==> config.mk <==
export PLATFORM = sky130hd
export DESIGN_NAME = eqa_arbiter
export DESIGN_NICKNAME = d
export VERILOG_FILES = /design/src/rtl/eqa_pkg.sv /design/src/rtl/eqa_req_decode.sv /design/src/rtl/eqa_prec.sv /design/src/rtl/eqa_drv_gate.sv /design/src/rtl/eqa_arbiter.sv
export SDC_FILE = /design/constraint.sdc
export NUM_CORES = 1
export LEC_CHECK = 0
export BUFFER_PORTS_ARGS = -buffer_cell sky130_fd_sc_hd__buf_2
export CORE_AREA = 2 2 39 41
export CTS_CLUSTER_DIAMETER = 150
export DETAILED_ROUTE_END_ITERATION = 8
export DIE_AREA = 0 0 41 43
export PLACE_DENSITY = 0.57
export SLEW_MARGIN = 20
export SYNTH_ARGS = -nofsm -noshare
export SYNTH_HDL_FRONTEND = slang
export SYNTH_SLANG_ARGS = --single-unit
==> constraint.sdc <==
create_clock -name clk -period 1.5 [get_ports clk]
set_clock_uncertainty 0.1 [all_clocks]
set_input_delay 0.15 -clock clk [delete_from_list [all_inputs] [get_ports clk]]
set_output_delay 0.15 -clock clk [all_outputs]
set_load 0.01 [all_outputs]
==> src/rtl/eqa_pkg.sv <==
package eqa_pkg;

   typedef enum logic [1:0] {
      BYP_LOW   = 2'b00,
      BYP_HIGH  = 2'b01,
      BYP_FLOAT = 2'b10,
      BYP_RSVD  = 2'b11
   } byp_lvl_e;

   typedef enum logic [1:0] {
      SLP_ON   = 2'b00,
      SLP_AUTO = 2'b01,
      SLP_OFF  = 2'b10,
      SLP_RSVD = 2'b11
   } sleep_code_e;

   typedef enum logic [1:0] {
      RATE_SD  = 2'b00,
      RATE_HD  = 2'b01,
      RATE_3G  = 2'b10,
      RATE_UNK = 2'b11
   } rate_e;

   typedef struct packed {
      logic sleep;
      logic mute;
      logic eq_byp;
      logic jc_byp;
   } ctl_req_t;

   typedef struct packed {
      logic eq_pd;
      logic out_mute;
      logic eq_bypass;
      logic jc_off;
   } ctl_out_t;

   localparam ctl_out_t CTL_RESET = '{eq_pd: 1'b1, out_mute: 1'b1,
                                      eq_bypass: 1'b0, jc_off: 1'b1};

endpackage

==> src/rtl/eqa_req_decode.sv <==
module eqa_req_decode
   import eqa_pkg::*;
(
   input  logic     sw_mode,
   input  logic [1:0] byp_lvl,
   input  logic     asleep_pin,
   input  logic     mute_pin,
   input  logic     sig_det,
   input  logic [1:0] sleep_code,
   input  logic     reg_mute,
   input  logic     reg_bypass,
   input  logic     reg_jc_bypass,
   output ctl_req_t req
);

   ctl_req_t hw_req;
   ctl_req_t sw_req;

   // strap decode
   always_comb begin
      hw_req        = '0;
      hw_req.sleep  = asleep_pin & ~sig_det;
      hw_req.mute   = mute_pin;
      unique case (byp_lvl_e'(byp_lvl))
         BYP_LOW:   begin hw_req.eq_byp = 1'b0; hw_req.jc_byp = 1'b0; end
         BYP_FLOAT: begin hw_req.eq_byp = 1'b0; hw_req.jc_byp = 1'b1; end
         default:   begin hw_req.eq_byp = 1'b1; hw_req.jc_byp = 1'b1; end
      endcase
   end

   // register decode
   always_comb begin
      sw_req        = '0;
      sw_req.mute   = reg_mute;
      sw_req.eq_byp = reg_bypass;
      sw_req.jc_byp = reg_bypass | reg_jc_bypass;
      unique case (sleep_code_e'(sleep_code))
         SLP_AUTO: sw_req.sleep = ~sig_det;
         SLP_OFF:  sw_req.sleep = 1'b1;
         default:  sw_req.sleep = 1'b0;
      endcase
   end

   assign req = sw_mode ? sw_req : hw_req;

endmodule

==> src/rtl/eqa_prec.sv <==
module eqa_prec
   import eqa_pkg::*;
(
   input  ctl_req_t   req,
   input  logic [1:0] rate_code,
   output ctl_out_t   ctl
);

   logic rate_no_jc;
   logic byp_allowed;

   assign rate_no_jc  = (rate_e'(rate_code) == RATE_SD) ||
                        (rate_e'(rate_code) == RATE_UNK);
   assign byp_allowed = ~req.sleep & ~req.mute;

   always_comb begin
      ctl.eq_pd     = req.sleep;
      ctl.out_mute  = req.sleep | req.mute;
      ctl.eq_bypass = byp_allowed & req.eq_byp;
      ctl.jc_off    = req.sleep | rate_no_jc | (byp_allowed & req.jc_byp);
   end

endmodule

==> src/rtl/eqa_drv_gate.sv <==
module eqa_drv_gate #(
   parameter int SW_W = 2
) (
   input  logic [SW_W-1:0] swing,
   input  logic            force_off,
   output logic            en
);

   assign en = (|swing) & ~force_off;

endmodule

==> src/rtl/eqa_arbiter.sv <==
module eqa_arbiter
   import eqa_pkg::*;
#(
   parameter int NDRV = 2,
   parameter int SW_W = 2
) (
   input  logic                 clk,
   input  logic                 rst_n,
   input  logic                 sw_mode,
   input  logic [1:0]           byp_lvl,
   input  logic                 asleep_pin,
   input  logic                 mute_pin,
   input  logic                 sig_det,
   input  logic [1:0]           sleep_code,
   input  logic                 reg_mute,
   input  logic                 reg_bypass,
   input  logic                 reg_jc_bypass,
   input  logic [1:0]           rate_code,
   input  logic                 drv1_off_pin,
   input  logic [NDRV*SW_W-1:0] swing_cfg,
   output logic                 eq_pd,
   output logic                 out_mute,
   output logic                 eq_bypass,
   output logic                 jc_off,
   output logic [NDRV-1:0]      drv_en
);

   localparam int CFG_W = NDRV * SW_W;

   if (NDRV < 1 || NDRV > 2) begin : g_bad_ndrv
      $error("eqa_arbiter: NDRV must be 1 or 2");
   end
   if (SW_W < 1) begin : g_bad_sww
      $error("eqa_arbiter: SW_W must be at least 1");
   end

   ctl_req_t  req;
   ctl_out_t  ctl_d;
   ctl_out_t  ctl_q;
   logic [NDRV-1:0] drv_d;
   logic [NDRV-1:0] drv_q;
   logic [NDRV-1:0] drv_force;

   eqa_req_decode u_dec (
      .sw_mode       (sw_mode),
      .byp_lvl       (byp_lvl),
      .asleep_pin    (asleep_pin),
      .mute_pin      (mute_pin),
      .sig_det       (sig_det),
      .sleep_code    (sleep_code),
      .reg_mute      (reg_mute),
      .reg_bypass    (reg_bypass),
      .reg_jc_bypass (reg_jc_bypass),
      .req           (req)
   );

   eqa_prec u_prec (
      .req       (req),
      .rate_code (rate_code),
      .ctl       (ctl_d)
   );

   for (genvar i = 0; i < NDRV; i++) begin : g_drv
      if (i == 1) begin : g_ovr
         assign drv_force[i] = drv1_off_pin;
      end else begin : g_free
         assign drv_force[i] = 1'b0;
      end
      eqa_drv_gate #(.SW_W(SW_W)) u_gate (
         .swing     (swing_cfg[i*SW_W +: SW_W]),
         .force_off (drv_force[i]),
         .en        (drv_d[i])
      );
   end

   always_ff @(posedge clk or negedge rst_n) begin
      if (!rst_n) begin
         ctl_q <= CTL_RESET;
         drv_q <= '0;
      end else begin
         ctl_q <= ctl_d;
         drv_q <= drv_d;
      end
   end

   assign eq_pd     = ctl_q.eq_pd;
   assign out_mute  = ctl_q.out_mute;
   assign eq_bypass = ctl_q.eq_bypass;
   assign jc_off    = ctl_q.jc_off;
   assign drv_en    = drv_q;


   prec_sleep_chk: assert property (@(posedge clk) disable iff (!rst_n)
      eq_pd |-> (out_mute && !eq_bypass));


   prec_mute_chk: assert property (@(posedge clk) disable iff (!rst_n)
      out_mute |-> !eq_bypass);


   jc_rate_chk: assert property (@(posedge clk) disable iff (!rst_n)
      (rate_code == RATE_SD || rate_code == RATE_UNK) |=> jc_off);


   hw_sleep_chk: assert property (@(posedge clk) disable iff (!rst_n)
      (!sw_mode && asleep_pin && !sig_det) |=> eq_pd);


   sw_forced_off_chk: assert property (@(posedge clk) disable iff (!rst_n)
      (sw_mode && sleep_code == SLP_OFF) |=> eq_pd);


   drv0_swing_chk: assert property (@(posedge clk) disable iff (!rst_n)
      (swing_cfg[SW_W-1:0] == '0) |=> !drv_en[0]);

   if (NDRV > 1) begin : g_ovr_chk

      drv1_ovr_chk: assert property (@(posedge clk) disable iff (!rst_n)
         drv1_off_pin |=> !drv_en[NDRV-1]);
   end

   wire unused_cfg_w = (CFG_W == 0);

endmodule

* Word level (Yosys, flattened, before mapping)
Index checks and enable logic that the tools add are counted.
** Word-level totals
- Register bits :: 6
- Bits of input ports :: 20
- Output and inout port bits :: 6
- Word-level logic and storage cells :: 30
** Cells by class
- Eq/ne operators :: 4
- Muxes and demuxes :: 3
- Bitwise gates (word level) :: 13
- Reduce and logical (&&, ||, !) cells :: 5
** Operators with widths (number)
- $eq A2 B2 Y1 const B :: 3
- $and A1 B1 Y1 :: 5
- $logic_not A2 Y1 :: 2
- $mux W4 :: 1
- $not A1 Y1 :: 4
- $or A1 B1 Y1 :: 4
- $pmux W2 S2 :: 1
- $reduce_or A2 Y1 :: 2
- $eq A2 B1 Y1 const B :: 1
- $pmux W1 S2 :: 1
- $logic_or A1 B1 Y1 :: 1

* Longest topological paths before layout
Gate-level depths: netlist (run 1).
- Depth in word-level cells :: 7
- Depth in mapped cells :: 5

* Hierarchy
A second synthesis (run 1) with hierarchy kept.
** Second synthesis, totals
- Cell total of the unflattened synthesis :: 30
- Area, all modules :: 322.8 sq um
** Modules (own cells, without submodules)
- eqa_arbiter :: times used 1, cells each 7, area each 157.7 sq um, sequential area each 153.9 sq um
- eqa_req_decode :: times used 1, cells each 14, area each 101.3 sq um, sequential area each 0.0 sq um
- eqa_prec :: times used 1, cells each 7, area each 43.8 sq um, sequential area each 0.0 sq um
- eqa_drv_gate :: times used 2, cells each 1, area each 10.0 sq um, sequential area each 0.0 sq um

* Worst setup path after synthesis (run 1)
Ideal clock, no wire load.
- Path type :: input to register
- Start :: input sleep_code[0]
- End :: register ctl_q (netlist bit out_mute)
- Data arrival time :: 840 ps
- Required time :: 1327 ps
- Setup slack :: 487 ps
- Cell stages on the path :: 5
- Buffers on the path :: 0
- Cells stage by stage :: inv_1 ha_1 nand4bb_1 nand3_2 o21bai_1
** RTL lines
- from (decl) :: line eqa_arbiter.sv:14 : input logic [1:0] sleep_code,
- to (signal assigned) :: line eqa_arbiter.sv:81 : ctl_q <= ctl_d;
- to (decl) :: line eqa_arbiter.sv:39 : ctl_out_t ctl_q;

* Final worst setup path (run 1)
- Start :: register ctl_q (netlist bit jc_off)
- End :: output jc_off
** RTL lines
- to (decl) :: line eqa_arbiter.sv:24 : output logic jc_off,
No word-level cell between the ends.

==> summary.md, run 1 <==
| Metric | Value |
|---|---|
| Initial drt markers | `0` |
| Critical path type | `flip-flop to output port` |
| Vias per inst | `roughly 4` |
| Filler Cell Count | `142` |
| Startpoint Class | `flip-flop` |
| Drt wl/cell | `8.43 um` |
| Slew Limit Fails | `0` |
| Rel. slew slack | `a little under nine tenths` |
| Synthesis-to-layout area growth | `68.5%` |
| Syn nets | `48` |
| Core ar. | `about 0.0014 sq mm` |
| Max_cap viols | `0` |
| Crit-path cells | `buf_2` |
| Final Cycle Share | `approximately 74%` |
| Boundary Pins | `26` |
| Pwr/cell area | `between 800 and 900 mW/mm^2` |
| Final net count | `81` |
| Reg clk slew, reported paths | `0.05 ns` |
| Antenna fix cells | `0` |
| Gr ovfl total | `0` |
| Area of the multi-input gates | `about 130 sq um` |
| Post-layout min period | `1.11 ns` |
| Final setup fails | `0` |
| Library cells used by synthesis | `16` |
| Synthesis-stage register bit count | `6` |
| Post-synth EDFFs | `0` |
| Data arrival, critical path | `0.86 ns` |
| Leak | `around 0.26 nW` |
| Cts bufs inserted | `3` |
| Cell Rows | `14` |
| Setup crit end kind | `output port` |
| Antenna viol nets, final | `0` |
| Most common cell after layout, fill and taps aside | `buf_2` |
| Sequential area share after synthesis | `around 52%` |
| Initial antenna violation count | `0` |
| Least-Margin Pin Slew | `0.206 ns` |
| Largest delay share family, worst path | `flip-flops` |
| Area taken by flip-flops and latches | `154 sq um` |
| I/O Buffers | `25` |
| Clock sinks | `6` |
| Post-Syn Instances | `26` |
| Drt drc | `0` |
| Post-cts repair resize count | `0` |
| Total power | `~0.00042 W` |
| Ys Warns | `0` |
| Global-route wire length before repair | `between 800 and 900 um` |
| Clk buf depth | `2` |
| Setup TNS | `0 ns` |
| Starting Density | `approximately a fifth` |
| Post-Syn Area | `about 290 sq um` |
| Total Routing Usage GR | `7.65%` |
| CTS root buf | `clkbuf_4` |
| Ys async rst share | `between 90% and 100%` |
| Commonest cells after routing, fill and taps aside | `25 x buf_2, 4 x nor2_1` |
| Routability cong. | `a little over 0.6` |
| Layout cells sized above 1 | `56.9%` |
| CTS tree | `done` |
| Largest net degree at the start of global routing | `7` |
| WP buf/inv | `1` |
| Syn Area/Cell | `between 10 and 15 sq um` |
| Hold Crit Class | `input pin to flip-flop` |
| Worst-path fanout max | `1` |
| Final wirelength | `roughly 620 um` |
| Max Clock Freq | `about 900 MHz` |
| Status | `complete, no violations` |
| Die width | `around 41 um` |
| RSZ-0062 raised after global routing | `no` |
| Vias in the first global route | `roughly 270` |
| Endpoints failing hold | `0` |
| Htree depth | `1` |
| Worst path required time | `between 1 and 1.5 ns` |
| VDD IR max | `~0.00021 V` |
| Vias | `296` |
| Die Y | `around 43 um` |
| Top_reg_cell synth | `dfstp_2` |
| Largest stage delay, worst path | `about 0.5 ns` |
| Initial DRT Pass Iterations | `1` |
| Die area | `around 0.0018 sq mm` |
| Slowest CP cell | `dfstp_2` |
-- final timing paths --
| path | start | end | slack (ns) | cells past startpoint |
|---|---|---|---|---|
| worst max-delay path | jc_off | jc_off | 0.39 | 1 |
| min in group asynchronous | rst_n | eq_bypass | 0.15 | 2 |
| worst min-delay path | swing_cfg[1] | drv_en[0] | 0.006 | 2 |
| max in group asynchronous | rst_n | eq_pd | 0.92 | 2 |
-- report_power, final --
| group | internal (W) | leakage, nW | switching, W | total (W) |
|---|---|---|---|---|
| Combinational | 0.0000454 | 0.180 | 0.0000354 | 0.0000808 |
| Sequential | 0.000180 | 0.0672 | 0.00000217 | 0.000182 |
| Clock | 0.000101 | 0.0150 | 0.0000554 | 0.000156 |
-- cell type report --
cell class	count	area share (%)
timing repair buffer	28	31.3
sequential	6	31.1
multi-input combinational	18	26.8
clock buffer	4	5.30
tap	16	4.04
inverter	2	1.52
-- timing repair --
action	CTS	global route
hold endpoints to repair	8	0
hold buffers	3	0
endpoints found under the setup margin	0	0
setup buffers	0	0
-- cell usage after synthesis, types with 2 or more instances --
cell type,instances,area (sq um)
dfstp_2,3,78.8
nor2_1,4,15.0
ha_1,2,25.0
inv_1,2,7.51
dfrtp_1,3,75.1
o21ai_0,2,10.0
-- kinds of logic after synthesis --
family	count (synthesis)	share of synthesized area (%)
simple gates	11	25.1
flops	6	52.3
compound gates	4	8.51
buf+inv	2	2.55
fa+ha+maj	2	8.51
xor+xnor	1	2.98
-- per-stage QoR --
step / std cells / hold WS (ns) / cell area [sq um] / utilization [%] / setup slack, ns
5_1_grt: 74 / 0.00149 / 495 / 35.8 / 0.363
2_1_floorplan: 26 / -0.246 / 294 / - / 0.487
3_3_place_gp: 67 / -0.123 / 439 / 31.7 / 0.346
6_report: 74 / 0.00614 / 495 / 35.8 / 0.387
3_5_place_dp: 67 / -0.118 / 439 / 31.7 / 0.318
4_1_cts: 74 / 0.00255 / 495 / 35.8 / 0.370
-- metal layers --
layer	vias up	GRT usage (%)	share of wire [%]
met2	18	13.4	51
met4	0	8.00	0
met5	-	0	0
met1	123	5.84	34
li1	155	-	-
met3	0	1.57	15
-- flip-flops by register name, summed over array words and instances, names as in the netlist --
name       count
drv_en         2
jc_off         1
eq_pd          1
eq_bypass      1
out_mute       1
Power figures use the tool's default switching activity.
==> run 2: changes to the inputs <==
Clock period 1.5 ns to 1.12 ns, I/O delays scaled along.
==> run 2 against run 1 <==
  * Sequential cell count unchanged
  * Routed wire length increased by 8.5%
  * Sequential share of layout area decreased by 1.1 points
  * Non-clock buffer count increased by 2
  * Combinational power increased by 44%
  * Clock power increased by 31%
  * Highest routed layer unchanged
  * Cell count increased by 2.7%
  * Count of clock-buffer cells in the layout unchanged
  * Critical path type unchanged
  * Die area unchanged
  * First-iteration DRC count increased by 2
  * Power increased by 35%
==> summary.md, run 2 (synthesized netlist as in run 1, its figures left out) <==
| Metric | Value |
|---|---|
| I/O Buffers | `25 (unchanged)` |
| Synthesis-to-layout area growth | `74.5%` |
| Endpoints failing hold | `0 (unchanged)` |
| Routability cong. | `0.676 (+9.2%)` |
| Die width | `41 um (unchanged)` |
| Pwr/cell area | `1100 mW/mm^2 (+30%)` |
| Htree depth | `1 (unchanged)` |
| Min Hold Slack | `0.00191 ns (-0.00423 ns)` |
| Design Area, Final | `513 sq um (+3.5%)` |
| Startpoint Class | `flip-flop` |
| Core ar. | `0.00138 sq mm (unchanged)` |
| Least-Margin Pin Slew | `0.179 ns (-0.0264 ns)` |
| Worst path required time | `0.91 ns (-0.34 ns)` |
| Reg clk slew, reported paths | `0.05 ns (about the same)` |
| RSZ-0062 raised after global routing | `no` |
| Post-layout min period | `~1.1 ns` |
| Post-cts repair resize count | `0 (unchanged)` |
| CTS root buf | `clkbuf_4` |
| Antenna viol nets, final | `0 (unchanged)` |
| Boundary Pins | `26 (unchanged)` |
| Hold path cells | `3 (+1)` |
| Worst setup path end | `jc_off` |
| Commonest cells after routing, fill and taps aside | `25 x buf_2, 4 x nor2_1, 4 x dlygate4sd3_1` |
| Final net count | `83 (+2.5%)` |
| Final setup fails | `0 (unchanged)` |
| Routed wl met3 | `94 um (+1.1%)` |
| Slowest CP cell | `dfstp_2` |
| Max Clock Freq | `934 MHz` |
| Vias in the first global route | `265 (-2.6%)` |
| M1 WL | `232 um (+8.9%)` |
| Data arrival, critical path | `0.86 ns (about the same)` |
| Worst-path fanout max | `1 (unchanged)` |
| Final Cycle Share | `95.6%` |
| Cts bufs inserted | `3 (unchanged)` |
| Total Routing Usage GR | `8.06% (+0.40 points)` |
| Max_cap viols | `0 (unchanged)` |
| Largest delay share family, worst path | `flip-flops` |
| DR top layer | `met3` |
| Initial DRT Pass Iterations | `2 (+1)` |
| Die Y | `43 um (unchanged)` |
| Clk buf depth | `2 (unchanged)` |
| Die area | `0.00176 sq mm (unchanged)` |
| Largest stage delay, worst path | `0.50 ns (about the same)` |
| Placed Instance Area | `447 sq um (+1.7%)` |
| DR WL met2 | `350 um (+10%)` |
| Hold_buf cts | `4 (+1)` |
| Filler Cell Count | `140 (-1.4%)` |
| Global-route wire length before repair | `924 um (+4.6%)` |
| Drt drc | `0 (unchanged)` |
| CTS tree | `done` |
| Slew Limit Fails | `0 (unchanged)` |
| Critical path type | `flip-flop to output port` |
| Crit-path cells | `buf_2` |
| Status | `complete, no violations` |
| Largest net degree at the start of global routing | `7 (unchanged)` |
| Leak | `0.271 nW (+3.6%)` |
| Post-DP HPWL | `~570 um` |
| Initial drt markers | `2 (+2)` |
| Largest register FFs | `2 (unchanged)` |
| Area of the multi-input gates | `133 sq um (unchanged)` |
| Layout cells sized above 1 | `56.7% (-0.23 points)` |
| VDD IR max | `0.000294 V (+39%)` |
| Antenna fix cells | `0 (unchanged)` |
| Vias per inst | `4.18 (+4.6%)` |
| Gr ovfl total | `0 (unchanged)` |
| Final wirelength | `677 um (+8.5%)` |
| Starting Density | `21.2% (unchanged)` |
| Most common cell after layout, fill and taps aside | `buf_2` |
| Area taken by flip-flops and latches | `154 sq um (unchanged)` |
| Drt wl/cell | `8.91 um (+5.6%)` |
| Rel. slew slack | `88.0% (+1.8 points)` |
| Critical path depth | `1 (unchanged)` |
| Worst setup path startpoint | `jc_off` |
| WP buf/inv | `1 (unchanged)` |
| Vias | `318 (+7.4%)` |
| Initial antenna violation count | `0 (unchanged)` |
| Cell Rows | `14 (unchanged)` |
| Post-CTS setup buffer count | `0 (unchanged)` |
| Hold Crit Class | `input pin to flip-flop` |
| Clock sinks | `6 (unchanged)` |
| Setup crit end kind | `output port` |
-- run 2: cell types whose count changed in the layout (fill, tap and decap cells not counted), sizes merged --
cell         before  now
buf              25   26
dlygate4sd3       3    4
-- run 2: per-stage QoR --
step	std cells	total power (W)	utilization, %	worst slack (ns)	setup TNS, ns
floorplan	26	0.000291	-	0.145	0
global placement	68	0.000353	32.3	0.00490	0
detailed placement	68	0.000355	32.3	-0.0243	-0.0285
CTS	76	0.000579	37.1	0.0372	0
global route	76	0.000614	37.1	0.00877	0
finish	76	0.000565	37.1	0.0497	0
-- run 2: power by group --
part	switching, W	internal (W)
Sequential	0.00000321	0.000242
Clock	0.0000696	0.000134
Combinational	0.0000498	0.0000666
Total	0.000123	0.000443
-- run 2: metal layers --
| layer | track usage [%] | up-vias |
|---|---|---|
| li1 | - | 156 |
| met1 | 6.82 | 142 |
| met2 | 13.8 | 20 |
| met3 | 3.14 | 0 |
| met4 | 6.00 | 0 |
| met5 | 0 | - |
-- run 2: worst min path at each step --
stage           endpoint    startpoint  slack [ns]
2_1_floorplan  drv_en[0]         rst_n       -0.28
3_3_place_gp   drv_en[1]         rst_n       -0.16
3_5_place_dp   eq_bypass         rst_n       -0.16
4_1_cts        drv_en[1]  swing_cfg[2]       0.008
5_1_grt        drv_en[1]  swing_cfg[2]       0.005
6_report       drv_en[1]  swing_cfg[2]       0.002
-- run 2: layout make-up --
| class | count | area share, % |
|---|---|---|
| timing repair buffer | 30 | 33.7 |
| sequential | 6 | 30.0 |
| multi-input combinational | 18 | 25.9 |
| clock buffer | 4 | 5.12 |
| tap | 16 | 3.90 |
| inverter | 2 | 1.46 |
==> run 3: changes to the inputs <==
Settings changed: CELL_PAD_IN_SITES_DETAIL_PLACEMENT set to 0, CELL_PAD_IN_SITES_GLOBAL_PLACEMENT set to 1, PLACE_DENSITY 0.57 to 0.75, SKIP_LAST_GASP set to 1.
==> run 3 against run 2 <==
  * Setup slack worse by 0.0014 ns
  * Sequential share of layout area is 0.45 points higher
  * Maximum frequency decreased by 0.13%
  * Non-clock buffer count fell by 1
  * Combinational power is essentially flat
  * Sequential power barely moved
  * Utilization down 0.54 points
  * Critical endpoint is now out_mute
  * Final area shrank 1.5%
  * Highest routed layer unchanged
  * Routed wire length grew 3.1%
  * Die area is the same
  * Sequential cell count unchanged
==> summary.md, run 3 (synthesized netlist as in run 1, its figures left out) <==
| Metric | Value |
|---|---|
| Gate power share | `20.0% (-0.6 points)` |
| Cts bufs inserted | `3 (unchanged)` |
| Boundary Pins | `26 (unchanged)` |
| Leak | `0.266 nW (-1.9%)` |
| Hold Crit Class | `input pin to flip-flop` |
| CTS root buf | `clkbuf_4` |
| Hold Path Origin | `swing_cfg[2]` |
| Reg clk slew, reported paths | `0.05 ns (about the same)` |
| Vias | `303 (-4.7%)` |
| Slowest CP cell | `dfstp_2` |
| Drt wl/cell | `9.31 um (+4.5%)` |
| Least-Margin Pin Slew | `0.198 ns (+0.0187 ns)` |
| Cell Rows | `14 (unchanged)` |
| Worst Hold End | `drv_en[1]` |
| Antenna fix cells | `0 (unchanged)` |
| Sequential Power Share | `43.2% (about the same)` |
| Core ar. | `0.00138 sq mm (unchanged)` |
| Clock Power Share | `36.9% (+0.8 points)` |
| Htree depth | `1 (unchanged)` |
| Initial DRT Pass Iterations | `1 (-1)` |
| Vias per inst | `4.04 (-3.4%)` |
| Max Clock Freq | `933 MHz (-0.13%)` |
| Commonest cells after routing, fill and taps aside | `25 x buf_2, 4 x nor2_1, 4 x dlygate4sd3_1` |
| Starting Density | `21.2% (unchanged)` |
| Final setup fails | `0 (unchanged)` |
| CTS tree | `done` |
| Largest net degree at the start of global routing | `7 (unchanged)` |
| Pwr/cell area | `1120 mW/mm^2 (+1.7%)` |
| Sw frac | `22.4% (+0.73 points)` |
| Int Pwr | `0.000440 W (-0.69%)` |
| Largest stage delay, worst path | `0.50 ns (about the same)` |
| I/O Buffers | `25 (unchanged)` |
| Net Sw Power | `0.000127 W (+3.6%)` |
| WP buf/inv | `1 (unchanged)` |
| Vias in the first global route | `261 (-1.5%)` |
| VDD IR max | `0.000250 V (-15%)` |
| Critical path depth | `1 (unchanged)` |
| Setup crit end kind | `output port` |
| Startpoint Class | `flip-flop` |
| Crit-path cells | `buf_2` |
| Clock sinks | `6 (unchanged)` |
| Largest delay share family, worst path | `flip-flops` |
| Clk buf depth | `2 (unchanged)` |
| Dpl cells | `67 (-1.5%)` |
| Layout cells sized above 1 | `55.9% (-0.73 points)` |
| Global-route wire length before repair | `931 um (+0.76%)` |
| Data arrival, critical path | `0.86 ns (about the same)` |
| Max_cap viols | `0 (unchanged)` |
| Routability cong. | `0.611 (-9.7%)` |
| Drt drc | `0 (unchanged)` |
| Final net count | `82 (-1.2%)` |
| Rel. slew slack | `86.8% (-1.3 points)` |
| Total power | `0.000567 W (+0.24%)` |
| Gr ovfl total | `0 (unchanged)` |
| Total Routing Usage GR | `8.06% (unchanged)` |
| Final Cycle Share | `95.7% (+0.13 points)` |
| Finished Layout Cells | `75 (-1.3%)` |
| Largest register FFs | `2 (unchanged)` |
| Worst-path fanout max | `1 (unchanged)` |
| Antenna viol nets, final | `0 (unchanged)` |
| Hold path cells | `3 (unchanged)` |
| Endpoints failing hold | `0 (unchanged)` |
| Slew Limit Fails | `0 (unchanged)` |
| Initial antenna violation count | `0 (unchanged)` |
| Synthesis-to-layout area growth | `71.9%` |
| Final wirelength | `698 um (+3.1%)` |
| Status | `complete, no violations` |
| Worst path required time | `0.91 ns (about the same)` |
| Die Y | `43 um (unchanged)` |
| Post-CTS setup buffer count | `0 (unchanged)` |
| Critical path type | `flip-flop to output port` |
| Post-layout min period | `1.07 ns (+0.00144 ns)` |
| RSZ-0062 raised after global routing | `no` |
| Most common cell after layout, fill and taps aside | `buf_2` |
| Initial drt markers | `0 (-2)` |
| Die width | `41 um (unchanged)` |
| Die area | `0.00176 sq mm (unchanged)` |
## run 3: repair_timing
| action | in CTS | in global routing |
|---|---|---|
| resized for setup | 0 | 0 |
| hold buffers | 4 | 0 |
| hold endpoints to repair | 8 | 0 |
## run 3: stage by stage
| stage | hold slack (ns) | utilization [%] | TNS (ns) | worst slack [ns] | instance area, sq um |
|---|---|---|---|---|---|
| floorplan | -0.284 | - | 0 | 0.145 | 294 |
| global placement | -0.165 | 31.7 | 0 | 0.00867 | 439 |
| detailed placement | -0.163 | 31.7 | -0.0468 | -0.0202 | 439 |
| CTS | 0.0316 | 36.5 | 0 | 0.0357 | 505 |
| global route | 0.0508 | 36.5 | 0 | 0.0123 | 505 |
| finish | 0.0282 | 36.5 | 0 | 0.0483 | 505 |
## run 3: worst max-delay path by stage
stage	from	end	slack (ns)
after CTS	out_mute	out_mute	0.04
after global placement	sleep_code[0]	jc_off	0.009
after floorplan	sleep_code[0]	out_mute	0.14
after detailed placement	sleep_code[0]	out_mute	-0.02
after global routing	out_mute	out_mute	0.01
final	out_mute	out_mute	0.05
## run 3: area by class of cell
| class | instances | area, sq um |
|---|---|---|
| flip-flops and latches | 6 | 154 |
| inverters | 2 | 7.51 |
| repair buffers | 29 | 165 |
| well taps | 16 | 20.0 |
| clock buffers | 4 | 26.3 |
| multi-input cells | 18 | 133 |
| fillers | 146 | 878 |
## run 3: routing by layer
metal / global-route usage, % / part of all wire [%] / vias to the layer above
li1: - / - / 155
met1: 5.52 / 29 / 136
met2: 15.9 / 61 / 12
met3: 1.57 / 9.0 / 0
met4: 6.00 / 0 / 0
met5: 0 / 0 / -
## run 3: power by group through the flow
stage	Clock (W)	Combinational, W	Sequential, W
5_1_grt	0.000229	0.000126	0.000246
6_report	0.000209	0.000113	0.000245
3_5_place_dp	0	0.000103	0.000248
4_1_cts	0.000222	0.000114	0.000245
3_3_place_gp	0	0.000100	0.000247
2_1_floorplan	0	0.0000318	0.000259
